File: src/rtl/sdlc_tx_pkg.sv
package sdlc_tx_pkg;

    typedef enum logic [2:0] {
        ST_IDLE   = 3'd0,
        ST_OPEN   = 3'd1,
        ST_DATA   = 3'd2,
        ST_CRC    = 3'd3,
        ST_CLOSE  = 3'd4,
        ST_MARK   = 3'd5
    } seq_state_t;

    localparam int CMD_W = 2;

    typedef enum logic [CMD_W-1:0] {
        CMD_IDLE = 2'd0,
        CMD_FLAG = 2'd1,
        CMD_DATA = 2'd2,
        CMD_CRC  = 2'd3
    } sh_cmd_t;

    function automatic sh_cmd_t cmd_of(input seq_state_t s);
        sh_cmd_t c;
        unique case (s)
            ST_OPEN, ST_CLOSE: c = CMD_FLAG;
            ST_DATA:           c = CMD_DATA;
            ST_CRC:            c = CMD_CRC;
            default:           c = CMD_IDLE;
        endcase
        return c;
    endfunction

    function automatic logic in_frame(input seq_state_t s);
        return (s == ST_OPEN) || (s == ST_DATA) || (s == ST_CRC) || (s == ST_CLOSE);
    endfunction

endpackage

File: src/rtl/sdlc_tx_fsm.sv
module sdlc_tx_fsm
    import sdlc_tx_pkg::*;
(
    input  logic       clk,
    input  logic       rst_n,
    input  logic       force_i,
    input  logic       tx_en_i,
    input  logic       auto_flag_i,
    input  logic       auto_eom_i,
    input  logic       idle_flags_i,
    input  logic       buf_wr_i,
    input  logic       unit_end_i,
    input  logic       eom_latched_i,
    output seq_state_t state_o,
    output logic       buf_full_o
);

    seq_state_t state_q, state_d;
    logic       buf_full_q;
    logic       start, consume, accept;

    assign start   = buf_full_q && tx_en_i && !eom_latched_i && (auto_flag_i || idle_flags_i);
    assign consume = unit_end_i && buf_full_q && ((state_q == ST_OPEN) || (state_q == ST_DATA));
    assign accept  = buf_wr_i && !force_i && (tx_en_i || auto_flag_i || auto_eom_i);

    always_ff @(posedge clk) begin
        if (!rst_n) state_q <= ST_IDLE;
        else        state_q <= state_d;
    end

    always_comb begin
        state_d = state_q;
        if (force_i) begin
            state_d = ST_MARK;
        end else begin
            unique case (state_q)
                ST_IDLE:  if (start)      state_d = ST_OPEN;
                ST_OPEN:  if (unit_end_i) state_d = ST_DATA;
                ST_DATA:  if (unit_end_i && !buf_full_q) state_d = ST_CRC;
                ST_CRC:   if (unit_end_i) state_d = ST_CLOSE;
                ST_CLOSE: if (unit_end_i) state_d = ST_IDLE;
                ST_MARK:                  state_d = ST_IDLE;
                default:                  state_d = ST_IDLE;
            endcase
        end
    end

    always_ff @(posedge clk) begin
        if (!rst_n)       buf_full_q <= 1'b0;
        else if (force_i) buf_full_q <= 1'b0;
        else              buf_full_q <= (buf_full_q && !consume) || accept;
    end

    assign state_o    = state_q;
    assign buf_full_o = buf_full_q;


    mark_entry_chk: assert property (@(posedge clk) disable iff (!rst_n)
        force_i |=> (state_q == ST_MARK));


    mark_flush_chk: assert property (@(posedge clk) disable iff (!rst_n)
        force_i |=> !buf_full_q);


    no_start_latched_chk: assert property (@(posedge clk) disable iff (!rst_n)
        (state_q == ST_IDLE && eom_latched_i) |=> (state_q != ST_OPEN));


    crc_order_chk: assert property (@(posedge clk) disable iff (!rst_n)
        (state_q == ST_CRC && !force_i) |=> (state_q == ST_CRC || state_q == ST_CLOSE));

endmodule

File: src/rtl/sdlc_eom_ctl.sv
module sdlc_eom_ctl
    import sdlc_tx_pkg::*;
#(
    parameter logic LATCH_RESET = 1'b1
)(
    input  logic       clk,
    input  logic       rst_n,
    input  logic       force_i,
    input  logic       tx_en_i,
    input  logic       auto_eom_i,
    input  logic       clr_cmd_i,
    input  logic       unit_end_i,
    input  logic       buf_full_i,
    input  seq_state_t state_i,
    output logic       latched_o,
    output logic       preset_o
);

    logic latched_q, preset_q;
    logic set_ev, clr_host, clr_auto;
    logic idle_ok;

    assign idle_ok  = (state_i == ST_IDLE) && !force_i && latched_q;
    assign set_ev   = (state_i == ST_CLOSE) && unit_end_i && !force_i;
    assign clr_host = idle_ok && clr_cmd_i;
    assign clr_auto = idle_ok && auto_eom_i && buf_full_i && tx_en_i;

    always_ff @(posedge clk) begin
        if (!rst_n) begin
            latched_q <= LATCH_RESET;
            preset_q  <= 1'b0;
        end else begin
            preset_q <= clr_host || clr_auto;
            if (set_ev)                    latched_q <= 1'b1;
            else if (clr_host || clr_auto) latched_q <= 1'b0;
        end
    end

    assign latched_o = latched_q;
    assign preset_o  = preset_q;


    preset_on_fall_chk: assert property (@(posedge clk) disable iff (!rst_n)
        preset_q |-> (!latched_q && $past(latched_q)));


    preset_single_chk: assert property (@(posedge clk) disable iff (!rst_n)
        preset_q |=> !preset_q);


    latch_after_close_chk: assert property (@(posedge clk) disable iff (!rst_n)
        $rose(latched_q) |-> $past(state_i == ST_CLOSE));

endmodule

File: src/rtl/sdlc_rts_ctl.sv
module sdlc_rts_ctl
    import sdlc_tx_pkg::*;
(
    input  logic       clk,
    input  logic       rst_n,
    input  logic       auto_rts_i,
    input  logic       sdlc_i,
    input  logic       fou_i,
    input  logic       rts_bit_i,
    input  logic       unit_end_i,
    input  seq_state_t state_i,
    output logic       rts_o
);

    logic rts_q, armed, hold, close_end;

    assign armed     = auto_rts_i && sdlc_i && fou_i;
    assign close_end = (state_i == ST_CLOSE) && unit_end_i;
    assign hold      = armed && rts_q && in_frame(state_i) && !close_end;

    always_ff @(posedge clk) begin
        if (!rst_n) rts_q <= 1'b0;
        else        rts_q <= rts_bit_i || hold;
    end

    assign rts_o = rts_q;


    rts_follow_chk: assert property (@(posedge clk) disable iff (!rst_n)
        rts_bit_i |=> rts_q);


    rts_idle_low_chk: assert property (@(posedge clk) disable iff (!rst_n)
        (!rts_bit_i && !in_frame(state_i)) |=> !rts_q);

endmodule

File: src/rtl/sdlc_tx_seq.sv
module sdlc_tx_seq
    import sdlc_tx_pkg::*;
(
    input  logic             clk,
    input  logic             rst_n,
    input  logic             cfg_auto_flag,
    input  logic             cfg_auto_eom,
    input  logic             cfg_auto_rts,
    input  logic             cfg_force_mark,
    input  logic             cfg_idle_flags,
    input  logic             cfg_sdlc,
    input  logic             cfg_flag_on_urun,
    input  logic             tx_en,
    input  logic             rts_bit,
    input  logic             eom_clr,
    input  logic             buf_wr,
    input  logic             bit_tick,
    input  logic             sh_last,
    output logic [CMD_W-1:0] sh_cmd,
    output logic             crc_preset,
    output logic             txd_high,
    output logic             rts_pin,
    output logic             eom_latched
);

    seq_state_t state;
    logic       buf_full;
    logic       unit_end;

    assign unit_end = bit_tick && sh_last;

    sdlc_tx_fsm u_fsm (
        .clk           (clk),
        .rst_n         (rst_n),
        .force_i       (cfg_force_mark),
        .tx_en_i       (tx_en),
        .auto_flag_i   (cfg_auto_flag),
        .auto_eom_i    (cfg_auto_eom),
        .idle_flags_i  (cfg_idle_flags),
        .buf_wr_i      (buf_wr),
        .unit_end_i    (unit_end),
        .eom_latched_i (eom_latched),
        .state_o       (state),
        .buf_full_o    (buf_full)
    );

    sdlc_eom_ctl #(.LATCH_RESET(1'b1)) u_eom (
        .clk        (clk),
        .rst_n      (rst_n),
        .force_i    (cfg_force_mark),
        .tx_en_i    (tx_en),
        .auto_eom_i (cfg_auto_eom),
        .clr_cmd_i  (eom_clr),
        .unit_end_i (unit_end),
        .buf_full_i (buf_full),
        .state_i    (state),
        .latched_o  (eom_latched),
        .preset_o   (crc_preset)
    );

    sdlc_rts_ctl u_rts (
        .clk        (clk),
        .rst_n      (rst_n),
        .auto_rts_i (cfg_auto_rts),
        .sdlc_i     (cfg_sdlc),
        .fou_i      (cfg_flag_on_urun),
        .rts_bit_i  (rts_bit),
        .unit_end_i (unit_end),
        .state_i    (state),
        .rts_o      (rts_pin)
    );

    always_comb begin
        sh_cmd   = cmd_of(state);
        txd_high = (state == ST_MARK);
    end


    mark_cmd_idle_chk: assert property (@(posedge clk) disable iff (!rst_n)
        txd_high |-> (sh_cmd == CMD_IDLE));

endmodule

File: config.mk
export PLATFORM = sky130hd
export DESIGN_NAME = sdlc_tx_seq
export DESIGN_NICKNAME = d
export VERILOG_FILES = /design/src/rtl/sdlc_tx_pkg.sv /design/src/rtl/sdlc_tx_fsm.sv /design/src/rtl/sdlc_eom_ctl.sv /design/src/rtl/sdlc_rts_ctl.sv /design/src/rtl/sdlc_tx_seq.sv
export SDC_FILE = /design/constraint.sdc
export NUM_CORES = 1
export LEC_CHECK = 0
export BUFFER_PORTS_ARGS = -buffer_cell sky130_fd_sc_hd__buf_2
export CAP_MARGIN = 20
export CORE_AREA = 2 2 39 41
export DETAILED_ROUTE_END_ITERATION = 8
export DIE_AREA = 0 0 41 43
export SYNTH_ARGS = -nofsm -noshare
export SYNTH_HDL_FRONTEND = slang
export SYNTH_SLANG_ARGS = --single-unit
File: constraint.sdc
create_clock -name clk -period 2.7 [get_ports clk]
set_input_delay 0.54 -clock clk [delete_from_list [all_inputs] [get_ports clk]]
set_output_delay 0.54 -clock clk [all_outputs]
set_load 0.005 [all_outputs]
# Word-level counts from Yosys, hierarchy flattened
# Cells that the tools add are included.
# totals
register_bits	7
latch_bits	0
mem_bits_rw	0
rom_bits	0
input_bits	15
output_inout_bits	6
elab_cells	73
n_memories	0
# op_classes
addsub	0
multipliers	0
n_div	0
order_cmp	0
n_eq_ne	15
n_shift	0
n_mux	8
bitwise	1
reduce_logical	43
# op_table
operator	n
1-bit logical AND	23
3-bit two-way mux	6
3-bit case mux with 5 select lines	1
5-bit AND reduction	2
1-bit logical OR	9
3-bit by 2-bit != test with 1-bit output (second input constant)	3
3-bit by 2-bit equality test with 1-bit output (second input constant)	2
3-bit equality test (second input constant)	2
2-bit by 1-bit != test with 1-bit output (second input constant)	3
3-bit != test (second input constant)	2
2-bit case mux with 3 select lines	1
2-bit OR reduction	3
1-bit zero test	5
2-bit != test (second input constant)	2
3-bit by 1-bit equality test with 1-bit output (second input constant)	1
3-bit zero test	1
1-bit inverter	1

# Logic depth before layout (Yosys ltp)
# logic_depth
depth_word	7
depth_mapped	5
mapped_depth_nobuf	4

# Hierarchy
# From an unflattened synthesis, not the netlist that was laid out.
# hier_totals
cells_unflattened	47
area_unflattened_um2	414.1
# by_module_without_submodules
module	n_inst	cells_per_inst	area_per_inst_um2	seq_area_each_um2
sdlc_tx_fsm	1	25	224.0	80.1
sdlc_eom_ctl	1	10	95.1	40.0
sdlc_rts_ctl	1	6	56.3	20.0
sdlc_tx_seq	1	6	38.8	0.0

# Least setup slack after synthesis
# OpenSTA, ideal clock, no wires.
# synth_timing
path_kind	register to output
from	register u_fsm.state_q[2], in the netlist u_fsm.state_o[2]
to	output port txd_high
arrival_time_ns	0.816
path_slack_ns	1.344
stages_incl_launch_ff	3
n_path_buf	1
cell_sequence	dfxtp_1 > clkbuf_1 > and3_2
# synth_between
elab_chain_cells	1
# synth_lines
element	line_no	text
start: declaration	sdlc_tx_fsm.sv:18	seq_state_t state_q, state_d;
start signal: assignment	sdlc_tx_fsm.sv:28	else state_q <= state_d;
3-bit equality test	sdlc_tx_seq.sv:75	txd_high = (state == ST_MARK);
end: declaration	sdlc_tx_seq.sv:21	output logic txd_high,
# No other way between the ends.

# Final worst setup path
# layout_timing
from	register u_fsm.state_q[2], in the netlist u_fsm.state_o[2]
to	output port sh_cmd[0]
# layout_between
elab_chain_cells	3
word_cells_on_any_way	6
classes_between	4 x eq/ne; 1 x mux; 1 x reduce/logical
# layout_lines
element	line_no	text
3-bit by 1-bit equality test with 1-bit output or 3-bit equality test (tied branches)	sdlc_tx_pkg.sv:23	unique case (s)
2-bit OR reduction	sdlc_tx_pkg.sv:23	
2-bit case mux with 3 select lines (*)	sdlc_tx_pkg.sv:23	
end: declaration	sdlc_tx_seq.sv:19	output logic [CMD_W-1:0] sh_cmd,
# Every way passes the cells marked *; elsewhere a longest branch is shown, timed or not.

==> flow_summary_export.csv <==
group,metric,value,unit
pwr,p_leak,0.259,nW
pwr,sw_frac_of_total,31.3,%
clocking,cts_tree,"done",
cells_and_area,regArea,140,um^2
clocking,cts.sinks,7,
die,ioPinCount,21,
cells_and_area,fin_util,41.1,%
place,dp_slack,1.12,ns
cells_and_area,area_delta_synth_final,31.9,%
cells_and_area,final_cell_mix,"20 x buf_2, 7 x dfxtp_1, 5 x nor2_1, 5 x nand2_1",
min_path,hold_start,"u_eom.latched_o",
clocking,cts_setup_buffers,0,
synthesis,synth_fp_nets,67,
min_path,hp-class,"flip-flop to flip-flop",
global_routing,grt_first_pass_wirelength,1540,um
critical_path,path_class,"flip-flop to output pin",
clocking,clock_path_buffers,2,
flow_run,maxCapViolations,0,
clocking,clkSlewWorstSetupHoldPaths,0.05,ns
cells_and_area,final_common_cell,"buf_2",
clocking,insertion_delay,0.25,ns
critical_path,crit_fanout,12,
place,port_buffers,20,
status,status,"complete, no violations",
cells_and_area,multi_input_area,268,um^2
cells_and_area,fillers,151,
synthesis,ys_seq_elements,7,
place,placed_area,543,um^2
pwr,vdd_ir_drop_max,0.000125,V
die,die_area,1760,um^2
die,start_util,31.2,%
drt,firstDrtPassIters,2,
place,gp_congestion,0.709,
clocking,cts_hold_buf,0,
clocking,cts-root-buf,"clkbuf_4",
clocking,htreeDepth,1,
cells_and_area,layout-drive-gt1-share,39.2,%
sta,finalSetupViolCount,0,
die,core_area,1380,um^2
critical_path,r2r-start,"u_fsm.state_o[2]",
sta,max-slew-margin-rel,74.8,%
drt,dr_total_vias,437,
pwr,p_per_area,555,nW/um^2
sta,drv_slew,0,
global_routing,grt_util_met2,19.4,%
cells_and_area,nNetsFinal,90,
die,die_h,43,um
pwr,combPwrFrac,28.0,%
sta,worst_pin_slew,0.375,ns
global_routing,grt_overflow,0,
drt,vias_per_cell,4.86,
synthesis,synth.avg_cell_area,8.30,um^2
global_routing,grt_use_met1,15.4,%
pwr,p_switching,0.0989,mW
critical_path,critPathLaunch,"u_fsm.state_o[2]",
sta,fin_setup_tns,0,ns
sta,worst_slack,0.881,ns
synthesis,synth_seq_area_share,32.5,%
global_routing,track_usage,13.2,%
drt,drt_drc_violations_left,0,
pwr,intPower,0.217,mW
die,rows,14,
pwr,p_seq_share,42.2,%
die,die_width,41,um
place,hpwl,763,um
critical_path,crit_path_start_kind,"flip-flop",
sta,rsz0062_at_grt,"no",
drt,wire_per_inst,10.7,um
sta,hold_violations,0,
critical_path,cp-end-kind,"output pin",
clocking,cts_buffers,3,
drt,wl,967,um
pwr,power_frac_clock,29.8,%
global_routing,grt_max_degree,13,
global_routing,top_usage_layer,"met2",
sta,max_freq,550,MHz
sta,finalClockSkew,0.00528,ns
global_routing,use_met3,1.57,%
synthesis,yosysWarnings,0,
sta,fin_crit_sh,67.4,%
synthesis,yosysUniqueCellTypes,25,
critical_path,cp.required,2.16,ns
cells_and_area,finish.instance_area,569,um^2
clocking,cts_resized,0,
synthesis,syn_area,432,um^2
synthesis,synth_cells,52,
sta,fin_crit,1.82,ns
drt,postRouteAntennaNets,0,
drt,drt_iter0_drc,2,
global_routing,grt_pass1_vias,385,
cells_and_area,antenna_cells,0,
critical_path,crit_arrival,1.28,ns
global_routing,antenna_found_initial,0,
metal layers:
metal / routed length, um / up-vias
met1: 434 / 189
met3: 54 / 2
met4: 8 / 0
li1: - / 231
met2: 469 / 15
met5: 0 / -
flip-flops by register name, summed over array words and instances, names as in the netlist:
register and flops:
u_rts.rts_o 1, u_fsm.buf_full_o 1, u_eom.latched_o 1, u_eom.preset_o 1
u_fsm.state_o 3
final timing paths:
| check | depth (start not counted) | endpoint | slack, ns |
|---|---|---|---|
| max | 3 | sh_cmd[0] | 0.88 |
| min | 2 | u_eom.preset_o | 0.49 |
| max reg2reg | 4 | u_fsm.state_o[0] | 1.33 |
| min reg2reg | 2 | u_eom.preset_o | 0.49 |
critical path, cell delays in order (launching register included):
cell	delay, ns
dfxtp_1	0.54
mux2i_1	0.30
inv_1	0.07
buf_2	0.12
power groups by stage:
stage               Clock [mW]  Sequential (mW)  Combinational, mW
CTS                      0.101            0.134             0.0893
finish                  0.0942            0.133             0.0886
global route             0.105            0.136              0.102
floorplan                    0            0.122             0.0739
global placement             0            0.136             0.0875
detailed placement           0            0.136             0.0890
cell usage after synthesis:
library cell,number,area (um^2)
dfxtp_1,7,140
nand2_1,5,18.8
nor2_1,5,18.8
inv_1,3,11.3
mux2i_1,3,30.0
nand3_1,3,15.0
o21ai_0,3,15.0
o31ai_1,3,22.5
a21oi_1,2,10.0
and3_1,2,12.5
xnor2_1,2,17.5
and3_2,1,7.51
buf_2,1,5.00
clkbuf_1,1,3.75
inv_2,1,3.75
nand2b_1,1,6.26
nand4_1,1,6.26
nor2_4,1,11.3
nor3_1,1,5.00
nor4_1,1,6.26
o21a_1,1,7.51
o311ai_0,1,8.76
o311ai_4,1,26.3
o32ai_2,1,16.3
or2_2,1,6.26
through the flow:
step	total power [mW]	hold slack, ns	cells
detailed placement	0.225	0.496	86
floorplan	0.195	0.464	52
finish	0.316	0.492	90
global route	0.343	0.493	90
global placement	0.224	0.503	86
CTS	0.324	0.495	90
area by class of cell:
cell class,instances,area share (%)
multi-input cells,39,47.0
well taps,16,3.52
repair buffers,20,17.6
clock buffers,4,4.62
inverters,4,2.64
flip-flops and latches,7,24.6
cells by family after synthesis:
| group | count (synthesis) | share of synthesized area, % |
|---|---|---|
| buffers and inverters | 6 | 5.50 |
| AOI/OAI and AO/OA | 12 | 24.6 |
| and+or+nand+nor | 22 | 26.4 |
| DFF | 7 | 32.5 |
| muxes | 3 | 6.96 |
| xor gates and xnor gates | 2 | 4.06 |
Power figures use the tool's default switching activity.
